<file path="src/rtl/regbus_pkg.sv">
package regbus_pkg;
  localparam int unsigned ADDR_W = 16;
  localparam int unsigned DATA_W = 32;
  localparam int unsigned BITS_W = 5;

  typedef logic [ADDR_W-1:0] addr_t;
  typedef logic [DATA_W-1:0] data_t;

  typedef struct packed {
    logic dready;
    logic nomore;
    logic wack;
    logic unk;
  } resp_t;
endpackage

</file>
<file path="src/rtl/regbus_win_decode.sv">
module regbus_win_decode
  import regbus_pkg::*;
#(
  parameter int unsigned N_PORTS = 3,
  parameter logic [N_PORTS*ADDR_W-1:0] PORT_BASE = '0,
  parameter logic [N_PORTS*BITS_W-1:0] PORT_BITS = '0,
  localparam int unsigned IDX_W = (N_PORTS > 1) ? $clog2(N_PORTS) : 1
) (
  input  addr_t            addr_i,
  output logic             hit_o,
  output logic [IDX_W-1:0] idx_o
);
  logic [N_PORTS-1:0] hit_raw;

  for (genvar k = 0; k < N_PORTS; k++) begin : g_win
    localparam int unsigned WB   = int'(PORT_BITS[k*BITS_W +: BITS_W]);
    localparam int unsigned SPAN = (WB >= ADDR_W) ? 32'h1_0000 : (32'h1 << WB);
    localparam addr_t       MASK = addr_t'(~(SPAN - 1));
    localparam addr_t       BASE = PORT_BASE[k*ADDR_W +: ADDR_W];
    assign hit_raw[k] = ((addr_i ^ BASE) & MASK) == '0;
  end

  // lowest index wins on overlap
  always_comb begin
    idx_o = '0;
    for (int k = N_PORTS - 1; k >= 0; k--) begin
      if (hit_raw[k]) idx_o = IDX_W'(k);
    end
  end

  assign hit_o = |hit_raw;
endmodule

</file>
<file path="src/rtl/regbus_strobe_fan.sv">
module regbus_strobe_fan #(
  parameter int unsigned N_PORTS = 3,
  localparam int unsigned IDX_W = (N_PORTS > 1) ? $clog2(N_PORTS) : 1
) (
  input  logic               rd_i,
  input  logic               wr_i,
  input  logic               hit_i,
  input  logic [IDX_W-1:0]   idx_i,
  output logic [N_PORTS-1:0] s_rd_o,
  output logic [N_PORTS-1:0] s_wr_o
);
  for (genvar k = 0; k < N_PORTS; k++) begin : g_fan
    logic sel;
    assign sel       = hit_i && (idx_i == IDX_W'(k));
    assign s_rd_o[k] = rd_i && sel;
    assign s_wr_o[k] = wr_i && sel;
  end
endmodule

</file>
<file path="src/rtl/regbus_resp_merge.sv">
module regbus_resp_merge
  import regbus_pkg::*;
#(
  parameter int unsigned N_PORTS = 3
) (
  input  logic [N_PORTS-1:0]        en_i,
  input  logic [N_PORTS*DATA_W-1:0] s_rdata_i,
  input  logic [N_PORTS-1:0]        s_dready_i,
  input  logic [N_PORTS-1:0]        s_nomore_i,
  input  logic [N_PORTS-1:0]        s_wack_i,
  input  logic [N_PORTS-1:0]        s_unk_i,
  output data_t                     rdata_o,
  output resp_t                     resp_o
);
  data_t gated_data [N_PORTS];
  resp_t gated_resp [N_PORTS];

  for (genvar k = 0; k < N_PORTS; k++) begin : g_gate
    logic dr;
    assign dr                   = en_i[k] && s_dready_i[k];
    assign gated_data[k]        = s_rdata_i[k*DATA_W +: DATA_W] & {DATA_W{dr}};
    assign gated_resp[k].dready = dr;
    assign gated_resp[k].nomore = en_i[k] && s_nomore_i[k];
    assign gated_resp[k].wack   = en_i[k] && s_wack_i[k];
    assign gated_resp[k].unk    = en_i[k] && s_unk_i[k];
  end

  always_comb begin
    rdata_o = '0;
    resp_o  = '0;
    for (int k = 0; k < N_PORTS; k++) begin
      rdata_o = rdata_o | gated_data[k];
      resp_o  = resp_o | gated_resp[k];
    end
  end
endmodule

</file>
<file path="src/rtl/regbus_splitter.sv">
module regbus_splitter
  import regbus_pkg::*;
#(
  parameter int unsigned N_PORTS = 3,
  parameter logic [N_PORTS*ADDR_W-1:0] PORT_BASE = {16'h8000, 16'h8000, 16'hA000},
  parameter logic [N_PORTS*BITS_W-1:0] PORT_BITS = {5'd12, 5'd6, 5'd8}
) (
  input  logic                      clk_i,
  input  logic                      rst_ni,
  input  logic                      m_rd_i,
  input  logic                      m_wr_i,
  input  logic [ADDR_W-1:0]         m_addr_i,
  input  logic [DATA_W-1:0]         m_wdata_i,
  output logic [DATA_W-1:0]         m_rdata_o,
  output logic                      m_dready_o,
  output logic                      m_nomore_o,
  output logic                      m_wack_o,
  output logic                      m_unk_o,
  output logic [N_PORTS-1:0]        s_rd_o,
  output logic [N_PORTS-1:0]        s_wr_o,
  output logic [N_PORTS*ADDR_W-1:0] s_addr_o,
  output logic [N_PORTS*DATA_W-1:0] s_wdata_o,
  input  logic [N_PORTS*DATA_W-1:0] s_rdata_i,
  input  logic [N_PORTS-1:0]        s_dready_i,
  input  logic [N_PORTS-1:0]        s_nomore_i,
  input  logic [N_PORTS-1:0]        s_wack_i,
  input  logic [N_PORTS-1:0]        s_unk_i
);
  localparam int unsigned IDX_W = (N_PORTS > 1) ? $clog2(N_PORTS) : 1;

  logic             hit;
  logic [IDX_W-1:0] idx;
  logic             strobe;
  logic             open_q, miss_q;
  logic [IDX_W-1:0] cur_q;
  logic [N_PORTS-1:0] fwd_en;
  resp_t            resp;
  logic             any_resp;

  assign strobe = m_rd_i || m_wr_i;

  regbus_win_decode #(
    .N_PORTS  (N_PORTS),
    .PORT_BASE(PORT_BASE),
    .PORT_BITS(PORT_BITS)
  ) i_decode (
    .addr_i(m_addr_i),
    .hit_o (hit),
    .idx_o (idx)
  );

  regbus_strobe_fan #(
    .N_PORTS(N_PORTS)
  ) i_fan (
    .rd_i  (m_rd_i),
    .wr_i  (m_wr_i),
    .hit_i (hit),
    .idx_i (idx),
    .s_rd_o(s_rd_o),
    .s_wr_o(s_wr_o)
  );

  for (genvar k = 0; k < N_PORTS; k++) begin : g_port
    assign s_addr_o[k*ADDR_W +: ADDR_W]  = m_addr_i;
    assign s_wdata_o[k*DATA_W +: DATA_W] = m_wdata_i;
    assign fwd_en[k] = open_q && (cur_q == IDX_W'(k));
  end

  regbus_resp_merge #(
    .N_PORTS(N_PORTS)
  ) i_merge (
    .en_i      (fwd_en),
    .s_rdata_i (s_rdata_i),
    .s_dready_i(s_dready_i),
    .s_nomore_i(s_nomore_i),
    .s_wack_i  (s_wack_i),
    .s_unk_i   (s_unk_i),
    .rdata_o   (m_rdata_o),
    .resp_o    (resp)
  );

  assign any_resp = resp.dready || resp.nomore || resp.wack || resp.unk;

  always_ff @(posedge clk_i or negedge rst_ni) begin
    if (!rst_ni) begin
      open_q <= 1'b0;
      miss_q <= 1'b0;
      cur_q  <= '0;
    end else if (strobe) begin
      open_q <= hit;
      miss_q <= !hit;
      if (hit) cur_q <= idx;
    end else begin
      miss_q <= 1'b0;
      if (any_resp) open_q <= 1'b0;
    end
  end

  assign m_dready_o = resp.dready;
  assign m_nomore_o = resp.nomore;
  assign m_wack_o   = resp.wack;
  assign m_unk_o    = resp.unk || miss_q;
endmodule

</file>
<file path="config.mk">
export PLATFORM = sky130hd
export DESIGN_NAME = regbus_splitter
export DESIGN_NICKNAME = d
export VERILOG_FILES = /design/src/rtl/regbus_pkg.sv /design/src/rtl/regbus_win_decode.sv /design/src/rtl/regbus_strobe_fan.sv /design/src/rtl/regbus_resp_merge.sv /design/src/rtl/regbus_splitter.sv
export SDC_FILE = /design/constraint.sdc
export NUM_CORES = 1
export LEC_CHECK = 0
export BUFFER_PORTS_ARGS = -buffer_cell sky130_fd_sc_hd__clkbuf_2
export CAP_MARGIN = 20
export CORE_AREA = 3 3 135 137
export DETAILED_ROUTE_END_ITERATION = 10
export DIE_AREA = 0 0 138 140
export PLACE_DENSITY = 0.41
export SYNTH_ARGS = -nofsm -noshare
export SYNTH_HDL_FRONTEND = slang
export SYNTH_SLANG_ARGS = --single-unit
</file>
<file path="constraint.sdc">
create_clock -name clk_i -period 2.2 [get_ports clk_i]
set_clock_uncertainty 0.1 [all_clocks]
set_input_delay 0.44 -clock clk_i [delete_from_list [all_inputs] [get_ports clk_i]]
set_output_delay 0.44 -clock clk_i [all_outputs]
set_load 0.01 [all_outputs]
</file>
==> results of run 1 <==
## layout by cell type, fill, tap and decap left out, drive strengths merged, types with 2 or more instances in the layout
master  instances
or4             2
dfrtp           4
a211oi          4
nand2           2
clkbuf        179
nor4            5
nor2b           2
or3             2
a21o            2
and4b           2
a222oi         32
inv            36
buf            47
nor2            5
nor3            2
nand2b          2
## metrics by stage
step                      hold WS, ns  TNS, ns
after floorplan               0.04441        0
after global placement         0.1524  -0.5875
after detailed placement       0.1535  -0.8267
after CTS                      0.3918  -0.3574
after global routing           0.4164   -1.951
final                          0.3919  -0.2270
## worst max path at each step
stage	from	cells after the start	endpoint	slack, ns
final	m_addr_i[9]	5	s_rd_o[1]	-0.09
after global routing	m_addr_i[9]	5	s_wr_o[1]	-0.14
after CTS	m_addr_i[9]	5	s_rd_o[1]	-0.13
after detailed placement	m_addr_i[9]	5	s_rd_o[1]	-0.17
after global placement	m_addr_i[9]	5	s_wr_o[1]	-0.17
after floorplan	m_addr_i[9]	3	s_rd_o[1]	0.0007
## sequential cells by signal, indices dropped and copies added, names as in the netlist
signal	cells
miss_q	1
cur_q	2
open_q	1
## worst min-delay path: cells and delay by family
kind	cells	cell delay, ns
buffers and inverters	1	0.09
AND/OR/NAND/NOR	2	0.15
## routing by layer
| layer | vias to the layer above | track usage, % | share of wire (%) |
|---|---|---|---|
| met2 | 214 | 13.80 | 52 |
| met1 | 919 | 6.946 | 31 |
| met3 | 24 | 3.141 | 13 |
| met5 | - | 0 | 0 |
| met4 | 0 | 3.536 | 3.8 |
| li1 | 933 | - | - |
## kinds of logic (layout without fill, tap and decap cells)
logic type | count (synthesis) | count (layout)
other | 0 | 1
buffers and inverters | 196 | 263
muxes | 1 | 1
DFF | 4 | 4
AOI/OAI and AO/OA | 42 | 42
and+or+nand+nor | 27 | 27
## report_power, final
group,switching [mW],internal [mW],leakage (nW)
combinational,0.131,0.162,1.51
sequential,0.00858,0.0814,0.0474
clock,0.0511,0.232,0.0370
total,0.191,0.476,1.60
## area by class of cell
class	instances	area, µm²
fill	1973	14600
timing repair buffer	224	1334
multi-input combinational	70	646.9
tap	225	281.5
inverter	36	135.1
sequential	4	102.6
clock buffer	3	75.07
antenna	1	2.502
## what timing repair did
action	in CTS	in global routing
endpoints found under the setup margin	40	38
gates resized for setup	10	27
pin swaps	16	28
endpoints found under the hold margin	4	0
gates cloned	1	2
setup buffers	3	1
hold buffers	1	0
==> impl_metrics.csv, run 1 <==
group,metric,value,unit
critical_path,cp.arrival,1.75,ns
cells_and_area,final_nets,499,
synth,yosys.area_share.adder,0,%
min_path,hold_path.class,"in2reg",
synth,synth_top_family_by_area,"buffers and inverters",
synth,synth_area_leaders,"buf_4 (55%), a222oi_1 (16%), inv_1 (6.9%), dfrtp_1 (5.1%), clkbuf_1 (2.3%)",
synth,syn_inst,270,
critical_path,crit_chain,"buf_6, or4_4, or3_4, nor4_4, buf_2",
die,fp.dieW,138,µm
critical_path,ff2ff_path_depth,5,
placed_design,dp_cells,551,
detailed_routing,drt_first_pass_iters,7,
timing,worst_slew_pin_slew,0.3361,ns
cts,cts_buffers,3,
synth,synth_cell_types,27,
detailed_routing,num_vias,2090,
min_path,min_path_cells,3,
run_status,status,"finished, violations left",
grt,antenna_found_initial,1,
critical_path,cp-start-kind,"primary input",
pwr,peakVddDrop,0.2029,mV
die,die_h,140,µm
cells_and_area,final-instance-count-excl-fill,563,
critical_path,worst-setup-path-type,"in2out",
placed_design,port_buffers,193,
synth,synthFlopType,"dfrtp_1",
synth,synth-compound-area-share,20.03,%
run_status,violations,"setup timing",
synth,synth_top_area_share,55.28,%
placed_design,post_dp_cell_area,0.002323,mm²
timing,setup_viol,3,
timing,finalHoldViolations,0,
critical_path,r2r-start,"open_q$_DFFE_PN0P_",
grt,grt_overflow,0,
synth,synthSimpleGateAreaFrac,8.509,%
cts,root_buffer,"clkbuf_16",
timing,finalCriticalPeriod,2.287,ns
synth,yosysMostFrequentCell,"buf_4",
synth,synth_top_cell_by_area,"buf_4",
timing,fmax,437.3,MHz
cells_and_area,final_core_util,15.01,%
detailed_routing,routed_via_density,3.712,
grt,grt_first_pass_wirelength,11470,µm
die,start_util,11.39,%
cells_and_area,finalInstanceArea,0.002577,mm²
die,dieArea,0.01932,mm²
cts,insertion_delay,0.22,ns
placed_design,routabilityCongestion,0.8336,
critical_path,max_stage_delay,0.53,ns
critical_path,crit_fanout,3,
cells_and_area,drive_gt1_share,71.22,%
synth,synth_nets,430,
synth,synth_xor_area_share,0,%
detailed_routing,wl_per_cell,14.45,µm
timing,slew_violations,0,
critical_path,slowest_stage,"or4_4",
detailed_routing,antenna_left,0,
synth,synth_edf_count,0,
cts,cts_sinks,4,
placed_design,dp_slack,-0.1725,ns
placed_design,dpl.hpwl,6884,µm
detailed_routing,drtIter0Drc,305,
cts,clock_path_buffers,2,
die,core,0.01718,mm²
cts,path_clk_slew,0.03,ns
critical_path,path_buf_inv,2,
cts,cts_tree,"yes",
grt,grt_pass1_vias,2003,
pwr,p_leak,1.598,nW
min_path,hold_start,"m_rd_i",
detailed_routing,wl,8137,µm
flow_run,maxCapViolCount,0,
critical_path,end_kind,"primary output",
synth,netlist_top_cells_count,"buf_4 (144), inv_1 (36), a222oi_1 (32), clkbuf_1 (12)",
min_path,min_to,"miss_q$_DFF_PN0_",
grt,track_usage,7.388,%
critical_path,cp.required,1.66,ns
die,num_io_pins,346,
synth,synth_seq_cells,4,
cts,h-tree-depth,1,
timing,relSlewSlack,77.59,%
critical_path,regToRegEndpoint,"open_q$_DFFE_PN0P_",
pwr,total_power,666.6,µW
pwr,p_per_area,258.6,mW/mm²
synth,syn-cell-area,0.001956,mm²
timing,rsz0062_at_grt,"true",
synth,synth.area.mux_share,0.5118,%
detailed_routing,drc,0,
cells_and_area,synthToLayoutAreaGrowth,31.80,%
critical_path,rrSetupSlack,0.17,ns
synth,syn_avg_cell_area,7.243,µm²
critical_path,critical_path.top_delay_family,"simple AND/OR/NAND/NOR gates",
synth,synthArstFlopShare,100.0,%
synth,seq_area_frac_synth,5.118,%
timing,worst_slack,-0.08659,ns
synth,synth_warnings,0,
grt,grt_max_degree,18,
die,rows,48,
timing,fin_crit_sh,103.9,%
(Power assumes the default switching activity.)
==> inputs of run 2 (changes only) <==
--- a/config.mk
+++ b/config.mk
@@ -5,12 +5,13 @@
 export SDC_FILE = /design/constraint.sdc
 export NUM_CORES = 1
 export LEC_CHECK = 0
+export ABC_AREA = 1
 export BUFFER_PORTS_ARGS = -buffer_cell sky130_fd_sc_hd__clkbuf_2
 export CAP_MARGIN = 20
-export CORE_AREA = 3 3 135 137
+export CORE_AREA = 5 5 132 134
 export DETAILED_ROUTE_END_ITERATION = 10
-export DIE_AREA = 0 0 138 140
-export PLACE_DENSITY = 0.41
+export DIE_AREA = 0 0 137 139
+export PLACE_DENSITY = 0.47
 export SYNTH_ARGS = -nofsm -noshare
 export SYNTH_HDL_FRONTEND = slang
 export SYNTH_SLANG_ARGS = --single-unit
==> constraint.sdc (replaced) <==
create_clock -name clk_i -period 2 [get_ports clk_i]
set_clock_uncertainty 0.1 [all_clocks]
set_input_delay 0.4 -clock clk_i [delete_from_list [all_inputs] [get_ports clk_i]]
set_output_delay 0.4 -clock clk_i [all_outputs]
set_load 0.01 [all_outputs]
==> run 2 against run 1 <==
  * The flow still finishes with violations (setup timing)
  * Non-clock buffer count fell by 5
  * Combinational power is 11% higher
  * Sequential cell count is the same
  * Clock power increased by 9.9%
  * Wire length rose by 12%
  * Cell count grew 12%
  * Critical endpoint is now m_rdata_o[17]
  * Largest cell class unchanged
  * Largest power group unchanged
==> impl_metrics.csv, run 2 <==
group,metric,value,unit
placed_design,post_dp_cell_area,0.002564,mm²
run_status,violations,"setup timing",
critical_path,cp.required,1.50,ns
cells_and_area,drive_gt1_share,64.41,%
grt,grt_max_degree,22,
cells_and_area,mostFrequentLayoutCells,"clkbuf_2 (158), inv_1 (71), nand2_1 (40)",
detailed_routing,wl_per_cell,14.36,µm
pwr,peakVddDrop,0.1529,mV
detailed_routing,num_vias,2237,
detailed_routing,drt_first_pass_iters,4,
min_path,min_path_cells,3,
synth,synth_cell_types,18,
die,die_h,139,µm
grt,grt_first_pass_wirelength,12550,µm
placed_design,dpl.hpwl,7698,µm
synth,yosysMostFrequentCell,"buf_4",
timing,relSlewSlack,82.58,%
pwr,pwr-share-comb,44.8,%
critical_path,worst-setup-path-type,"reg2out",
pwr,pwr-share-clk,42.9,%
cts,h-tree-depth,1,
detailed_routing,drtIter0Drc,37,
cts,path_clk_slew,0.03,ns
pwr,power_frac_seq,12.3,%
cts,cts_sinks,4,
min_path,hold_path.class,"in2reg",
synth,synthArstFlopShare,100.0,%
detailed_routing,wl,9092,µm
timing,setup_viol,5,
synth,syn_avg_cell_area,6.713,µm²
cells_and_area,synthToLayoutAreaGrowth,29.12,%
grt,grt_overflow,0,
synth,netlist_top_cells_count,"buf_4 (144), inv_1 (73), nand2_1 (41), o221ai_2 (21), nor2_1 (15)",
synth,synth_top_area_share,46.68,%
grt,track_usage,8.475,%
critical_path,end_kind,"primary output",
cells_and_area,final_common_cell,"clkbuf_2",
grt,grt_pass1_vias,2283,
run_status,status,"finished, violations left",
timing,worst_slack,-0.02947,ns
cells_and_area,finalInstanceArea,0.002990,mm²
critical_path,crit_end,"m_rdata_o[17]",
flow_run,maxCapViolCount,0,
die,num_io_pins,346,
grt,antenna_found_initial,0,
cells_and_area,final_nets,575,
synth,synth_seq_cells,4,
placed_design,port_buffers,193,
cts,cts_tree,"yes",
cts,cts_buffers,3,
critical_path,r2r-start,"cur_q[1]$_DFFE_PN0P_",
cts,clock_path_buffers,2,
critical_path,regToRegEndpoint,"open_q$_DFFE_PN0P_",
critical_path,rrSetupSlack,0.48,ns
critical_path,crit_fanout,11,
timing,rsz0062_at_grt,"true",
pwr,p_int,502.9,µW
cells_and_area,antenna_cells,0,
timing,finalCriticalPeriod,2.029,ns
critical_path,cp.arrival,1.53,ns
synth,syn_inst,345,
placed_design,dp_slack,0.03844,ns
synth,synth_nets,505,
cells_and_area,top_register,"cur_q",
synth,seq_area_frac_synth,4.322,%
detailed_routing,routed_via_density,3.534,
synth,syn-cell-area,0.002316,mm²
timing,fin_crit_sh,101.5,%
critical_path,cp-start-kind,"flip-flop",
cells_and_area,largest_reg_flops,2,
detailed_routing,drc,0,
die,dieArea,0.01904,mm²
synth,synth_top_cell_by_area,"buf_4",
detailed_routing,antenna_left,0,
synth,synth_edf_count,0,
pwr,p_per_area,242.8,mW/mm²
cts,root_buffer,"clkbuf_16",
cts,insertion_delay,0.22,ns
pwr,sw_frac_of_total,30.75,%
critical_path,crit_start,"cur_q[1]$_DFFE_PN0P_",
pwr,p_leak,1.745,nW
synth,synth_warnings,0,
critical_path,ff2ff_path_depth,8,
timing,worst_slew_pin_slew,0.2613,ns
die,start_util,14.32,%
pwr,power.switching,223.3,µW
placed_design,routabilityCongestion,0.7178,
min_path,hold_start,"m_rd_i",
die,fp.dieW,137,µm
timing,fmax,492.7,MHz
synth,synthFlopType,"dfrtp_1",
die,core,0.01617,mm²
synth,synth_area_leaders,"buf_4 (47%), o221ai_2 (14%), inv_1 (12%), nand2_1 (6.6%), dfrtp_1 (4.3%)",
die,rows,47,
timing,slew_violations,0,
cells_and_area,reg_top3,"cur_q x2, miss_q x1, open_q x1",
timing,finalHoldViolations,0,
run 2: cell types whose count changed after synthesis, moves of 5 or more:
| cell | before | now |
|---|---|---|
| nand3_1 | 0 | 10 |
| o221ai_1 | 0 | 11 |
| nand4_1 | 0 | 7 |
| nand2_1 | 2 | 41 |
| clkbuf_1 | 12 | 0 |
| nor4_1 | 5 | 0 |
| nor2_1 | 5 | 15 |
| o221ai_2 | 0 | 21 |
| inv_1 | 36 | 73 |
| buf_2 | 2 | 7 |
| a222oi_1 | 32 | 0 |
run 2: cell type report:
class,count,area [µm²]
tap,220,275.3
timing repair buffer,219,1334
fill,1815,13180
clock buffer,3,75.07
sequential,4,103.9
inverter,73,274.0
multi-input combinational,114,928.4
run 2: timing repair:
item,in CTS,in global routing
endpoints found under the hold margin,4,0
resized for setup,21,58
setup buffers,6,1
gates cloned,3,1
hold buffers,1,0
endpoints found under the setup margin,34,36
pin swaps,4,2
run 2: metal layers:
| layer | global-route usage, % | share of wire (%) | wire [µm] |
|---|---|---|---|
| met1 | 8.852 | 35 | 3151 |
| met2 | 15.34 | 49 | 4412 |
| met3 | 3.338 | 15 | 1331 |
| met4 | 2.731 | 2.2 | 197 |
| met5 | 0 | 0 | 0 |
run 2: worst min-delay path by stage:
stage,end,slack (ns)
detailed placement,cur_q[1]$_DFFE_PN0P_,0.11
finish,miss_q$_DFF_PN0_,0.38
CTS,miss_q$_DFF_PN0_,0.39
global placement,miss_q$_DFF_PN0_,0.12
global route,miss_q$_DFF_PN0_,0.41
floorplan,cur_q[0]$_DFFE_PN0P_,0.004
run 2: power by group through the flow:
| stage | registers, mW | logic, mW | clock network [mW] |
|---|---|---|---|
| 3_3_place_gp | 0.0888 | 0.294 | 0 |
| 5_1_grt | 0.0896 | 0.361 | 0.323 |
| 3_5_place_dp | 0.0893 | 0.296 | 0 |
| 4_1_cts | 0.0889 | 0.321 | 0.317 |
| 2_1_floorplan | 0.0888 | 0.371 | 0 |
| 6_report | 0.0892 | 0.325 | 0.311 |
run 2: critical path: stages (launching register included):
cell      delay, ns
dfrtp_2        0.44
inv_2          0.12
nand4_4        0.17
buf_12         0.20
o221ai_1       0.20
buf_2          0.17
run 2: cells by family (layout without fill, tap and decap cells):
family                 after synthesis  count (layout)  synth area share (%)
buffers and inverters              228             295                 61.97
and+or+nand+nor                     78              79                 15.29
AOI/OAI and AO/OA                   35              35                 18.42
DFF                                  4               4                 4.322
run 2: stage by stage:
step           power, mW  setup TNS (ns)  hold slack, ns  std cells  util [%]
3_3_place_gp      0.3830               0          0.1151        618     15.85
6_report          0.7261        -0.04883          0.3760        633     18.49
4_1_cts           0.7263          -1.173          0.3905        631     17.57
3_5_place_dp      0.3852               0          0.1121        618     15.85
2_1_floorplan     0.4596               0        0.004409        345         -
5_1_grt           0.7734          -2.608          0.4144        633     18.49
